## config.mk

```make
export PLATFORM = sky130hd
export DESIGN_NAME = exc_entry_unit
export DESIGN_NICKNAME = d
export VERILOG_FILES = /design/src/rtl/exc_pkg.sv /design/src/rtl/exc_prio_pick.sv /design/src/rtl/exc_save_calc.sv /design/src/rtl/exc_vec_gen.sv /design/src/rtl/exc_entry_unit.sv
export SDC_FILE = /design/constraint.sdc
export NUM_CORES = 1
export LEC_CHECK = 0
export ABC_AREA = 1
export CAP_MARGIN = 5
export CORE_AREA = 2 2 249 251
export DETAILED_ROUTE_END_ITERATION = 10
export DIE_AREA = 0 0 251 253
export MAX_ROUTING_LAYER = met4
export PLACE_DENSITY_LB_ADDON = 0.1
export SKIP_LAST_GASP = 1
export SYNTH_ARGS = -nofsm -noshare
export SYNTH_HDL_FRONTEND = slang
export SYNTH_SLANG_ARGS = --single-unit
```

## constraint.sdc

```tcl
create_clock -name clk_i -period 1 [get_ports clk_i]
set_clock_uncertainty 0.2 [all_clocks]
set_input_delay 0.2 -clock clk_i [delete_from_list [all_inputs] [get_ports clk_i]]
set_output_delay 0.2 -clock clk_i [all_outputs]
set_load 0.05 [all_outputs]
```

## src/rtl/exc_pkg.sv

```systemverilog
package exc_pkg;

  localparam int XW      = 32;
  localparam int NUM_EXC = 12;
  localparam int ID_W    = 4;
  localparam int OFS_W   = 16;

  typedef enum logic [ID_W-1:0] {
    EX_MCHK  = 4'd0,
    EX_ITLB  = 4'd1,
    EX_ISTOR = 4'd2,
    EX_PROG  = 4'd3,
    EX_FPUN  = 4'd4,
    EX_SYSC  = 4'd5,
    EX_FPAST = 4'd6,
    EX_TRACE = 4'd7,
    EX_DTLB  = 4'd8,
    EX_DSTOR = 4'd9,
    EX_EXTI  = 4'd10,
    EX_DECR  = 4'd11
  } exc_id_e;

  // Constant vector per type (TLB types never use it).
  function automatic logic [XW-1:0] fixed_vec(exc_id_e id);
    case (id)
      EX_MCHK:  return 32'h0000_0200;
      EX_DSTOR: return 32'h0000_0300;
      EX_ISTOR: return 32'h0000_0400;
      EX_EXTI:  return 32'h0000_0500;
      EX_PROG:  return 32'h0000_0700;
      EX_FPUN:  return 32'h0000_0800;
      EX_DECR:  return 32'h0000_0900;
      EX_SYSC:  return 32'h0000_0C00;
      EX_TRACE: return 32'h0000_0D00;
      EX_FPAST: return 32'h0000_0E00;
      default:  return '0;
    endcase
  endfunction

  // Offset table slot per type.
  function automatic logic [ID_W-1:0] ofs_slot(exc_id_e id);
    case (id)
      EX_MCHK:  return 4'd1;
      EX_DSTOR: return 4'd2;
      EX_ISTOR: return 4'd3;
      EX_EXTI:  return 4'd4;
      EX_PROG:  return 4'd6;
      EX_FPUN:  return 4'd7;
      EX_SYSC:  return 4'd8;
      EX_DECR:  return 4'd10;
      EX_DTLB:  return 4'd13;
      EX_ITLB:  return 4'd14;
      default:  return 4'd0;
    endcase
  endfunction

  function automatic logic is_tlb(exc_id_e id);
    return (id == EX_ITLB) || (id == EX_DTLB);
  endfunction

  function automatic logic uses_ofs(exc_id_e id, logic mode);
    if (is_tlb(id)) return 1'b1;
    if (id == EX_TRACE || id == EX_FPAST) return 1'b0;
    return mode;
  endfunction

  function automatic logic [XW-1:0] ofs_vec(logic [XW-1:0] prefix, logic [OFS_W-1:0] ofs);
    return (prefix & 32'hFFFF_0000) | {16'h0000, ofs & 16'hFFF0};
  endfunction

  // Saved state word for the given type and mode.
  function automatic logic [XW-1:0] save_state(exc_id_e id, logic mode, logic [XW-1:0] msr,
                                               logic [XW-1:0] cause, logic [XW-1:0] mask,
                                               int ri_bit);
    logic [XW-1:0] masked;
    masked = msr & mask;
    if (id == EX_MCHK)  return masked | (32'd1 << ri_bit);
    if (id == EX_TRACE) return masked;
    if (is_tlb(id) || mode) return msr;
    if (id == EX_ISTOR || id == EX_PROG) return masked | cause;
    return masked;
  endfunction

endpackage

```

## src/rtl/exc_prio_pick.sv

```systemverilog
module exc_prio_pick
  import exc_pkg::*;
#(
  parameter int N = NUM_EXC
) (
  input  logic            clk_i,
  input  logic            rst_ni,
  input  logic [N-1:0]    req_i,
  output logic [N-1:0]    grant_o,
  output logic            any_o,
  output logic [ID_W-1:0] id_o
);

  logic [N:0] seen;
  assign seen[0] = 1'b0;

  for (genvar i = 0; i < N; i++) begin : g_chain
    assign grant_o[i]  = req_i[i] & ~seen[i];
    assign seen[i+1]   = seen[i] | req_i[i];
  end

  assign any_o = seen[N];

  always_comb begin
    id_o = '0;
    for (int i = 0; i < N; i++) begin
      if (grant_o[i]) id_o = ID_W'(i);
    end
  end

  p_grant_onehot_r2: assert property (@(posedge clk_i) disable iff (!rst_ni)
    $onehot0(grant_o));
  p_grant_in_req_r2: assert property (@(posedge clk_i) disable iff (!rst_ni)
    (grant_o & ~req_i) == '0);
  p_grant_any_r2: assert property (@(posedge clk_i) disable iff (!rst_ni)
    (|req_i) |-> (|grant_o));

endmodule

```

## src/rtl/exc_save_calc.sv

```systemverilog
module exc_save_calc
  import exc_pkg::*;
#(
  parameter logic [XW-1:0] STATE_MASK = 32'h87C0_FFFF,
  parameter int            RI_BIT     = 1,
  parameter int            NEXT_BIT   = 16
) (
  input  logic          clk_i,
  input  logic          rst_ni,
  input  logic          valid_i,
  input  exc_id_e       id_i,
  input  logic          mode_i,
  input  logic [XW-1:0] pc_i,
  input  logic [XW-1:0] npc_i,
  input  logic [XW-1:0] msr_i,
  input  logic [XW-1:0] cause_i,
  input  logic [XW-1:0] addr_i,
  output logic [XW-1:0] srr0_o,
  output logic [XW-1:0] srr1_o,
  output logic          dar_upd_o,
  output logic [XW-1:0] dar_o,
  output logic [XW-1:0] dsisr_o
);

  logic ret_next;
  assign ret_next = (id_i == EX_SYSC) || ((id_i == EX_PROG) && cause_i[NEXT_BIT]);

  assign srr0_o    = ret_next ? npc_i : pc_i;
  assign srr1_o    = save_state(id_i, mode_i, msr_i, cause_i, STATE_MASK, RI_BIT);
  assign dar_upd_o = (id_i == EX_DSTOR) && !mode_i;
  assign dar_o     = addr_i;
  assign dsisr_o   = cause_i;

  p_srr0_cur_r3: assert property (@(posedge clk_i) disable iff (!rst_ni)
    valid_i && id_i != EX_SYSC && id_i != EX_PROG |-> srr0_o == pc_i);
  p_tlb_unmasked_r5: assert property (@(posedge clk_i) disable iff (!rst_ni)
    valid_i && is_tlb(id_i) |-> srr1_o == msr_i);

endmodule

```

## src/rtl/exc_vec_gen.sv

```systemverilog
module exc_vec_gen
  import exc_pkg::*;
#(
  parameter int OFS_NUM = 16
) (
  input  exc_id_e                    id_i,
  input  logic                       mode_i,
  input  logic [XW-1:0]              prefix_i,
  input  logic [OFS_NUM*OFS_W-1:0]   ofs_tbl_i,
  output logic                       use_ofs_o,
  output logic [XW-1:0]              vec_o
);

  logic [ID_W-1:0]  slot;
  logic [OFS_W-1:0] entry;

  assign slot      = ofs_slot(id_i);
  assign entry     = ofs_tbl_i[int'(slot)*OFS_W +: OFS_W];
  assign use_ofs_o = uses_ofs(id_i, mode_i);
  assign vec_o     = use_ofs_o ? ofs_vec(prefix_i, entry) : fixed_vec(id_i);

endmodule

```

## src/rtl/exc_entry_unit.sv

```systemverilog
module exc_entry_unit
  import exc_pkg::*;
#(
  parameter int            OFS_NUM    = 16,
  parameter logic [XW-1:0] STATE_MASK = 32'h87C0_FFFF,
  parameter int            RI_BIT     = 1,
  parameter int            ME_BIT     = 12,
  parameter int            NEXT_BIT   = 16
) (
  input  logic                     clk_i,
  input  logic                     rst_ni,
  input  logic [NUM_EXC-1:0]       req_i,
  input  logic [XW-1:0]            cause_i,
  input  logic [XW-1:0]            fault_addr_i,
  input  logic [XW-1:0]            pc_i,
  input  logic [XW-1:0]            npc_i,
  input  logic [XW-1:0]            msr_i,
  input  logic                     vec_mode_i,
  input  logic [XW-1:0]            vec_prefix_i,
  input  logic [OFS_NUM*OFS_W-1:0] ofs_tbl_i,
  output logic                     taken_o,
  output logic [ID_W-1:0]          taken_id_o,
  output logic [XW-1:0]            new_pc_o,
  output logic                     srr_we_o,
  output logic [XW-1:0]            srr0_o,
  output logic [XW-1:0]            srr1_o,
  output logic                     dar_we_o,
  output logic [XW-1:0]            dar_o,
  output logic [XW-1:0]            dsisr_o,
  output logic                     msr_clr_o,
  output logic                     fatal_o
);

  // Internal events, named for the assertions.
  logic [NUM_EXC-1:0] grant;
  logic               any_req;
  logic [ID_W-1:0]    pick_id;
  exc_id_e            pick_e;
  logic               fatal_now;
  logic               take_now;
  logic               use_ofs;
  logic [XW-1:0]      vec_d, srr0_d, srr1_d, dar_d, dsisr_d;
  logic               dar_upd;

  exc_prio_pick #(.N(NUM_EXC)) u_pick (
    .clk_i(clk_i), .rst_ni(rst_ni), .req_i(req_i),
    .grant_o(grant), .any_o(any_req), .id_o(pick_id)
  );

  assign pick_e    = exc_id_e'(pick_id);
  assign fatal_now = any_req && (pick_e == EX_MCHK) && !msr_i[ME_BIT];
  assign take_now  = any_req && !fatal_now;

  exc_save_calc #(.STATE_MASK(STATE_MASK), .RI_BIT(RI_BIT), .NEXT_BIT(NEXT_BIT)) u_save (
    .clk_i(clk_i), .rst_ni(rst_ni), .valid_i(take_now), .id_i(pick_e),
    .mode_i(vec_mode_i), .pc_i(pc_i), .npc_i(npc_i), .msr_i(msr_i),
    .cause_i(cause_i), .addr_i(fault_addr_i),
    .srr0_o(srr0_d), .srr1_o(srr1_d), .dar_upd_o(dar_upd),
    .dar_o(dar_d), .dsisr_o(dsisr_d)
  );

  exc_vec_gen #(.OFS_NUM(OFS_NUM)) u_vec (
    .id_i(pick_e), .mode_i(vec_mode_i), .prefix_i(vec_prefix_i),
    .ofs_tbl_i(ofs_tbl_i), .use_ofs_o(use_ofs), .vec_o(vec_d)
  );

  always_ff @(posedge clk_i or negedge rst_ni) begin
    if (!rst_ni) begin
      taken_o    <= 1'b0;
      taken_id_o <= '0;
      new_pc_o   <= '0;
      srr_we_o   <= 1'b0;
      srr0_o     <= '0;
      srr1_o     <= '0;
      dar_we_o   <= 1'b0;
      dar_o      <= '0;
      dsisr_o    <= '0;
      msr_clr_o  <= 1'b0;
      fatal_o    <= 1'b0;
    end else begin
      taken_o   <= take_now;
      srr_we_o  <= take_now;
      msr_clr_o <= take_now;
      dar_we_o  <= take_now && dar_upd;
      fatal_o   <= fatal_now;
      if (take_now) begin
        taken_id_o <= pick_id;
        new_pc_o   <= vec_d;
        srr0_o     <= srr0_d;
        srr1_o     <= srr1_d;
      end
      if (take_now && dar_upd) begin
        dar_o   <= dar_d;
        dsisr_o <= dsisr_d;
      end
    end
  end

  p_clear_state_r1: assert property (@(posedge clk_i) disable iff (!rst_ni)
    taken_o |-> msr_clr_o && srr_we_o);
  p_taken_has_req_r1: assert property (@(posedge clk_i) disable iff (!rst_ni)
    taken_o |-> $past(|req_i));
  p_idle_r11: assert property (@(posedge clk_i) disable iff (!rst_ni)
    !(|req_i) |=> !taken_o && !fatal_o && !msr_clr_o && !dar_we_o);
  p_fatal_excl_r7: assert property (@(posedge clk_i) disable iff (!rst_ni)
    fatal_o |-> !taken_o && !srr_we_o && !msr_clr_o && !dar_we_o);
  p_fatal_cause_r7: assert property (@(posedge clk_i) disable iff (!rst_ni)
    fatal_o |-> $past(req_i[0]) && !$past(msr_i[ME_BIT]));
  p_mchk_ri_r7: assert property (@(posedge clk_i) disable iff (!rst_ni)
    taken_o && taken_id_o == EX_MCHK |-> srr1_o[RI_BIT]);
  p_dar_only_fixed_r6: assert property (@(posedge clk_i) disable iff (!rst_ni)
    dar_we_o |-> !$past(vec_mode_i) && taken_id_o == EX_DSTOR);
  p_vec_align_r9: assert property (@(posedge clk_i) disable iff (!rst_ni)
    taken_o |-> new_pc_o[3:0] == 4'h0);
  p_sysc_next_r3: assert property (@(posedge clk_i) disable iff (!rst_ni)
    taken_o && taken_id_o == EX_SYSC |-> srr0_o == $past(npc_i));
  p_fixed_always_r10: assert property (@(posedge clk_i) disable iff (!rst_ni)
    take_now && (pick_e == EX_TRACE || pick_e == EX_FPAST) |-> !use_ofs);

endmodule

```

# Word-level counts from Yosys, hierarchy flattened
# Memories as Yosys holds them, arrays and structs flattened.
# Cells that the tools add are included.
[classes] muxes=38 n_reduce_logical=15 bitwise_logic=35 shift=1 eq_ne=8
[ops] op="$mux 32" count=10
[ops] op="$shiftx 256x9->16" count=1
[ops] op="$mux 4" count=10
[ops] op="$or 32x16->32" count=1
[ops] op="$or 32x32->32" count=1
[ops] op="$mux 1" count=18
[ops] op="$eq 4x3->1 const B" count=3
[ops] op="$and 1x1->1" count=11
[ops] op="$not 1->1" count=11
[ops] op="$or 1x1->1" count=11
[ops] op="$eq 4x2->1 const B" count=2
[ops] op="$eq 4x4->1 const B" count=2
[ops] op="$logic_and 1x1->1" count=6
[ops] op="$logic_or 1x1->1" count=5
[ops] op="$eq 4x1->1 const B" count=1
[ops] op="$logic_not 4->1" count=1
[ops] op="$logic_not 1->1" count=3
[totals] mem_bits_ro=128 register_bits=167 memories=2 out_inout_bits=169
[mem_list] name="(name not given)" words=16 word_bits=4 read_ports=1 rd_ports_with_merged_regs=0 wr=0 line="exc_pkg.sv:25" source="case (id)"
[mem_list] name="(name not given)" words=16 word_bits=4 read_ports=1 rd_ports_with_merged_regs=0 wr=0 line="exc_pkg.sv:42" source="case (id)"

# Depth between registers and ports, before layout
[depth] word_depth=26 mapped_depth=22 depth_no_buf=21

# Cells and area by module
# A second synthesis with hierarchy kept.
[hier_totals] hier_cells=1694 hier_area_um2=11073.1
[by_module_without_submodules] mod="exc_entry_unit" cells_each=721 instances=1 seq_area_each_um2=4179.0 area_each_um2=6536.3
[by_module_without_submodules] mod="exc_vec_gen" cells_each=585 instances=1 seq_area_each_um2=0.0 area_each_um2=2605.0
[by_module_without_submodules] mod="exc_save_calc" cells_each=338 instances=1 seq_area_each_um2=0.0 area_each_um2=1652.8
[by_module_without_submodules] mod="exc_prio_pick" cells_each=50 instances=1 seq_area_each_um2=0.0 area_each_um2=279.0

# Least setup slack after synthesis
# OpenSTA, ideal clock, no wires.
[synth_timing] kind="input -> register" from="input port req_i[3]" to="register new_pc_o[8]" n_path_buf=2 required_time_ns=0.676 setup_ns=0.124 path_slack_ns=-1.717 path_stages=21 arrival_time_ns=2.393 path_cell_list="nor2_1 > nand3_1 > nor2_2 > nand4_1 > nor2_1 > nor2_1 > nand2_2 > inv_1 > ha_1 > inv_1 > nand2_1 > o21ai_2 > nand2_1 > nand2_1 > buf_2 > buf_2 > nand3_1 > nand3_1 > nand3_1 > nand3_1 > a21oi_1"
[synth_between] elab_chain_len=18 word_cells_on_any_way=57 cone_classes="eq/ne (4); shift (1); mux (16); bitwise (27); reduce/logical (7); memory (2)"
[synth_rtl] item="start: declaration" line="exc_entry_unit.sv:12" source="input logic [NUM_EXC-1:0] req_i,"
[synth_rtl] item="$or 1x1->1" line="exc_prio_pick.sv:19" source="assign seen[i+1] = seen[i] | req_i[i];"
[synth_rtl] item="$not 1->1 / $or 1x1->1 (equally long branches)" line="exc_prio_pick.sv:18, exc_prio_pick.sv:19"
[synth_rtl] item="$and 1x1->1, or another cell as far along" line="exc_prio_pick.sv:18" source="assign grant_o[i] = req_i[i] & ~seen[i];"
[synth_rtl] item="$mux 4, or another cell as far along (6 in series)" line="exc_prio_pick.sv:27" source="if (grant_o[i]) id_o = ID_W'(i);"
[synth_rtl] item="$mux 4 / $and 1x1->1 (equally long branches)" line="exc_prio_pick.sv:27, exc_prio_pick.sv:18"
[synth_rtl] item="$mux 4 (*)" line="exc_prio_pick.sv:27"
[synth_rtl] item="net pick_e[0]" line="exc_entry_unit.sv:38" source="exc_id_e pick_e;"
[synth_rtl] item="branches (longest 7 deep; another with $mem_v2 16x4)"
[synth_rtl] item="end signal: assignment" line="exc_entry_unit.sv:88" source="new_pc_o <= vec_d;"
[synth_rtl] item="end: declaration" line="exc_entry_unit.sv:23" source="output logic [XW-1:0] new_pc_o,"
# Mark *: on every way through the listed nets, which the timed path passes. The select of a mux whose other input is x is not followed.
# A chain may end at the register's enable or synchronous reset.

# Worst setup path in the final report
[layout_timing] from="input port req_i[2]" to="register new_pc_o[26]"
[layout_between] word_cells_on_any_way=57 cone_classes="eq/ne (4); mux (17); bitwise (29); reduce/logical (7)"
[layout_rtl] item="$or 1x1->1" line="exc_prio_pick.sv:19"
[layout_rtl] item="$not 1->1 / $or 1x1->1 (equally long branches)" line="exc_prio_pick.sv:18, exc_prio_pick.sv:19"
[layout_rtl] item="$and 1x1->1, or another cell as far along" line="exc_prio_pick.sv:18"
[layout_rtl] item="$mux 4, or another cell as far along (7 in series)" line="exc_prio_pick.sv:27"
[layout_rtl] item="$mux 4 / $and 1x1->1 (equally long branches)" line="exc_prio_pick.sv:27, exc_prio_pick.sv:18"
[layout_rtl] item="$mux 4 (*)" line="exc_prio_pick.sv:27"
[layout_rtl] item="net pick_e[1]" line="exc_entry_unit.sv:38"
[layout_rtl] item="$logic_not 4->1 (*)" line="exc_entry_unit.sv:51" source="assign fatal_now = any_req && (pick_e == EX_MCHK) && !msr_i[ME_BIT];"
[layout_rtl] item="$logic_and 1x1->1 (*) (2 in series)" line="exc_entry_unit.sv:51"
[layout_rtl] item="net fatal_now" line="exc_entry_unit.sv:39" source="logic fatal_now;"
[layout_rtl] item="$logic_not 1->1 (*)" line="exc_entry_unit.sv:52" source="assign take_now = any_req && !fatal_now;"
[layout_rtl] item="$logic_and 1x1->1 (*)" line="exc_entry_unit.sv:52"
# The timed path passes the listed nets; every way through them passes the cells marked *. The select of a mux whose other input is x is not followed.

==> metrics.yaml <==
clocking:
  clock-root-buffer: "clkbuf_16"
  path_clk_slew_ns: 0.08
  cts_tree: "built"
  clock_path_buffers: 2
  clk_latency_ns: 0.49
  cts_sinks: 163
  htreeDepth: 4
  cts_buffers: 17
worst_setup_path:
  critical_path_class: "primary input to flop"
  crit_path_end_kind: "flop"
  startpoint_type: "primary input"
  cp.required_ns: 1.16
  cp.depth: 19
  crit_family: "simple AND/OR/NAND/NOR gates"
  worstPathArrival_ns: 2.75
  crit_path_frequent_cell: "nor2_4"
  crit_slowest_cell: "bufbuf_16"
  r2r.worst_path.cells: 2
  critPathBufInv: 7
  max_stage_delay_ns: 0.27
  crit_chain: "buf_8 -> nor2_4 -> nand3_4 -> nor2_4 -> nand4_1 -> buf_4 -> nor3_4 -> nor2_2 -> nand2_2 -> inv_2 -> ha_4 -> buf_4 -> nand2_4 -> nor3_4 -> nor2_4 -> buf_12 -> clkinv_16 -> bufbuf_16 -> a22o_1"
  crit_fanout: 7
placement:
  dp.final_hpwl_microns: 39700
  dpl_cell_area_sq_um: 18700
  globalplace.congestion: 0.838
  io_buffers: 547
routing:
  met2_length_microns: 27200
  postRouteAntennaNets: 0
  routed_wirelength_microns: 54900
  drc: 0
  route.met3.wl_microns: 2700
  met1_length_microns: 23900
  first_pass_iters: 6
  vias: 11200
  drt_iter0_markers: 428
  wire_per_inst_microns: 20.1
  via_per_inst: 4.11
  top_layer: "met4"
floorplanning:
  dieArea_sq_um: 63500
  start_util_pct: 15.1
  core_area_sq_um: 61000
  io_pins: 632
  num_rows: 91
  die_h_microns: 253
  die_w_microns: 251
final_layout:
  nets: 2391
  final_common_cell: "clkdlybuf4s50_1"
  fillCellCount: 6197
  drive_gt1_share_pct: 42.2
  fin_area_sq_um: 22100
  mostFrequentLayoutCells: "clkdlybuf4s50_1, nand2_1, buf_12"
  utilization_pct: 36.2
  syn2layout_area_growth_pct: 140
power_and_ir_drop:
  ir_worst_vdd_uv: 1220
  total_power_mw: 27.0
  powerDensity_nw_per_um2: 1220
  p_leak_nw: 9.64
sta:
  timing.final.ws_setup_ns: -1.59
  rsz0062_at_grt: "true"
  fin_crit_sh_pct: 259
  maxSlewViolCount: 0
  hold_violations: 0
  fmax_ghz: 0.386
  setup_viol: 328
  period_minus_slack_ns: 2.59
synth:
  synth_enable_flop_cells: 0
  syn_inst: 1178
  synthFlopType: "dfrtp_1"
  seq_area_frac_synth_pct: 44.4
  async_reset_ff_share_pct: 100
  synth.avg_cell_area_sq_um: 7.80
  yosysUniqueCellTypes: 38
  synth_warnings: 0
  ys_ff_latch: 163
  netlist_area_sq_um: 9190
grt:
  grt_overflow: 0
  antenna_found_initial: 8
  grt_use_total_pct: 17.2
  grt_pass1_wl_microns: 77800
  grt_start_max_net_pins: 48
  grt_pass1_vias: 11800
run_status:
  status: "finished, violations left"
  violations: "setup timing"
worst_hold_path:
  hold_class: "primary input to async pin"
flow_run:
  maxCapViolCount: 0
## metal layers
metal,GRT usage (%),vias up
met4,5.41,0
li1,-,5425
met5,-,-
met3,4.14,54
met1,20.5,5436
met2,28.5,332
## flip-flops by register name, summed over array words and instances (netlist names)
signal and count:
dar_o 32, fatal_o 1, srr1_o 32, srr0_o 32, dsisr_o 32, dar_we_o 1
taken_id_o 4, new_pc_o 28, msr_clr_o 1
## final timing paths
path	start	slack (ns)	to
setup / recovery	req_i[2]	-1.59	new_pc_o[26]
hold / removal	rst_ni	0.05	dsisr_o[13]
setup reg to reg	dar_o[28]	-0.14	dar_o[28]
hold reg to reg	taken_id_o[3]	0.33	taken_id_o[3]
max in group asynchronous	rst_ni	0.14	srr1_o[31]
min in group clk_i	pc_i[11]	0.11	srr0_o[11]
## worst min-delay path, delay by kind of cell
kind	cells	cell delay, ns
buffers and inverters	3	0.90
## final cells by class
cell class	count	area, sq um	area share, %
Tap cell	790	988	4.48
Timing Repair inverter	2	27.5	0.125
Sequential cell	163	4200	19.0
Clock buffer	18	429	1.94
Antenna cell	5	12.5	0.0567
Inverter	74	312	1.41
Multi-Input combinational cell	858	5540	25.1
Timing Repair Buffer	810	10300	46.9
Clock inverter	14	216	0.981
## per-stage QoR
step | worst slack (ns) | cells | TNS [ns] | hold WS, ns
finish | -1.59 | 2734 | -290.48 | 0.0482
global route | -1.75 | 2734 | -322.09 | 0.0547
CTS | -1.46 | 2661 | -272.28 | 0.0118
detailed placement | -2.54 | 2566 | -340.50 | -0.0354
global placement | -2.49 | 2566 | -333.93 | -0.0363
floorplan | -1.57 | 1181 | -202.29 | -0.296
## cells by family (layout without fill, tap and decap cells)
kind of cell	after synthesis	count (layout)	synth area share (%)
other	1	9	0.0408
buffers and inverters	160	918	7.56
adders and majority gates	2	2	0.272
AOI/OAI and AO/OA	278	278	17.1
and+or+nand+nor	511	511	22.9
DFF	163	163	44.4
muxes	63	63	7.72
## report_power, final
group | switching (mW) | internal (mW) | leakage [nW]
Sequential | 0.619 | 7.22 | 1.98
Clock | 3.33 | 4.28 | 0.317
Combinational | 5.48 | 6.04 | 7.34
## cells in the mapped netlist (3+ instances only)
cell type / n / area, sq um
buf_1: 8 / 30.0
buf_2: 33 / 165
o21ai_0: 134 / 671
nand3_1: 74 / 370
or2_2: 4 / 25.0
a22o_1: 16 / 140
clkbuf_1: 31 / 116
inv_2: 3 / 11.3
buf_4: 14 / 105
mux2_2: 63 / 709
nor2_1: 123 / 462
nand3b_1: 8 / 60.1
nor3_1: 3 / 15.0
nand4_1: 3 / 18.8
o21ai_1: 41 / 205
a21oi_1: 57 / 285
inv_1: 70 / 263
nand2_1: 287 / 1080
dfrtp_1: 163 / 4080
a2bb2oi_1: 20 / 175
## what timing repair did
item / 4_1_cts / 5_1_grt
buffers inserted: 44 / 61
endpoints found under the setup margin: 328 / 328
pin swaps: 44 / 84
hold buffers: 1 / 0
gates cloned: 22 / 14
resized for setup: 181 / 211
endpoints found under the hold margin: 163 / 0
No activity file was read; power rests on OpenSTA's default activity.
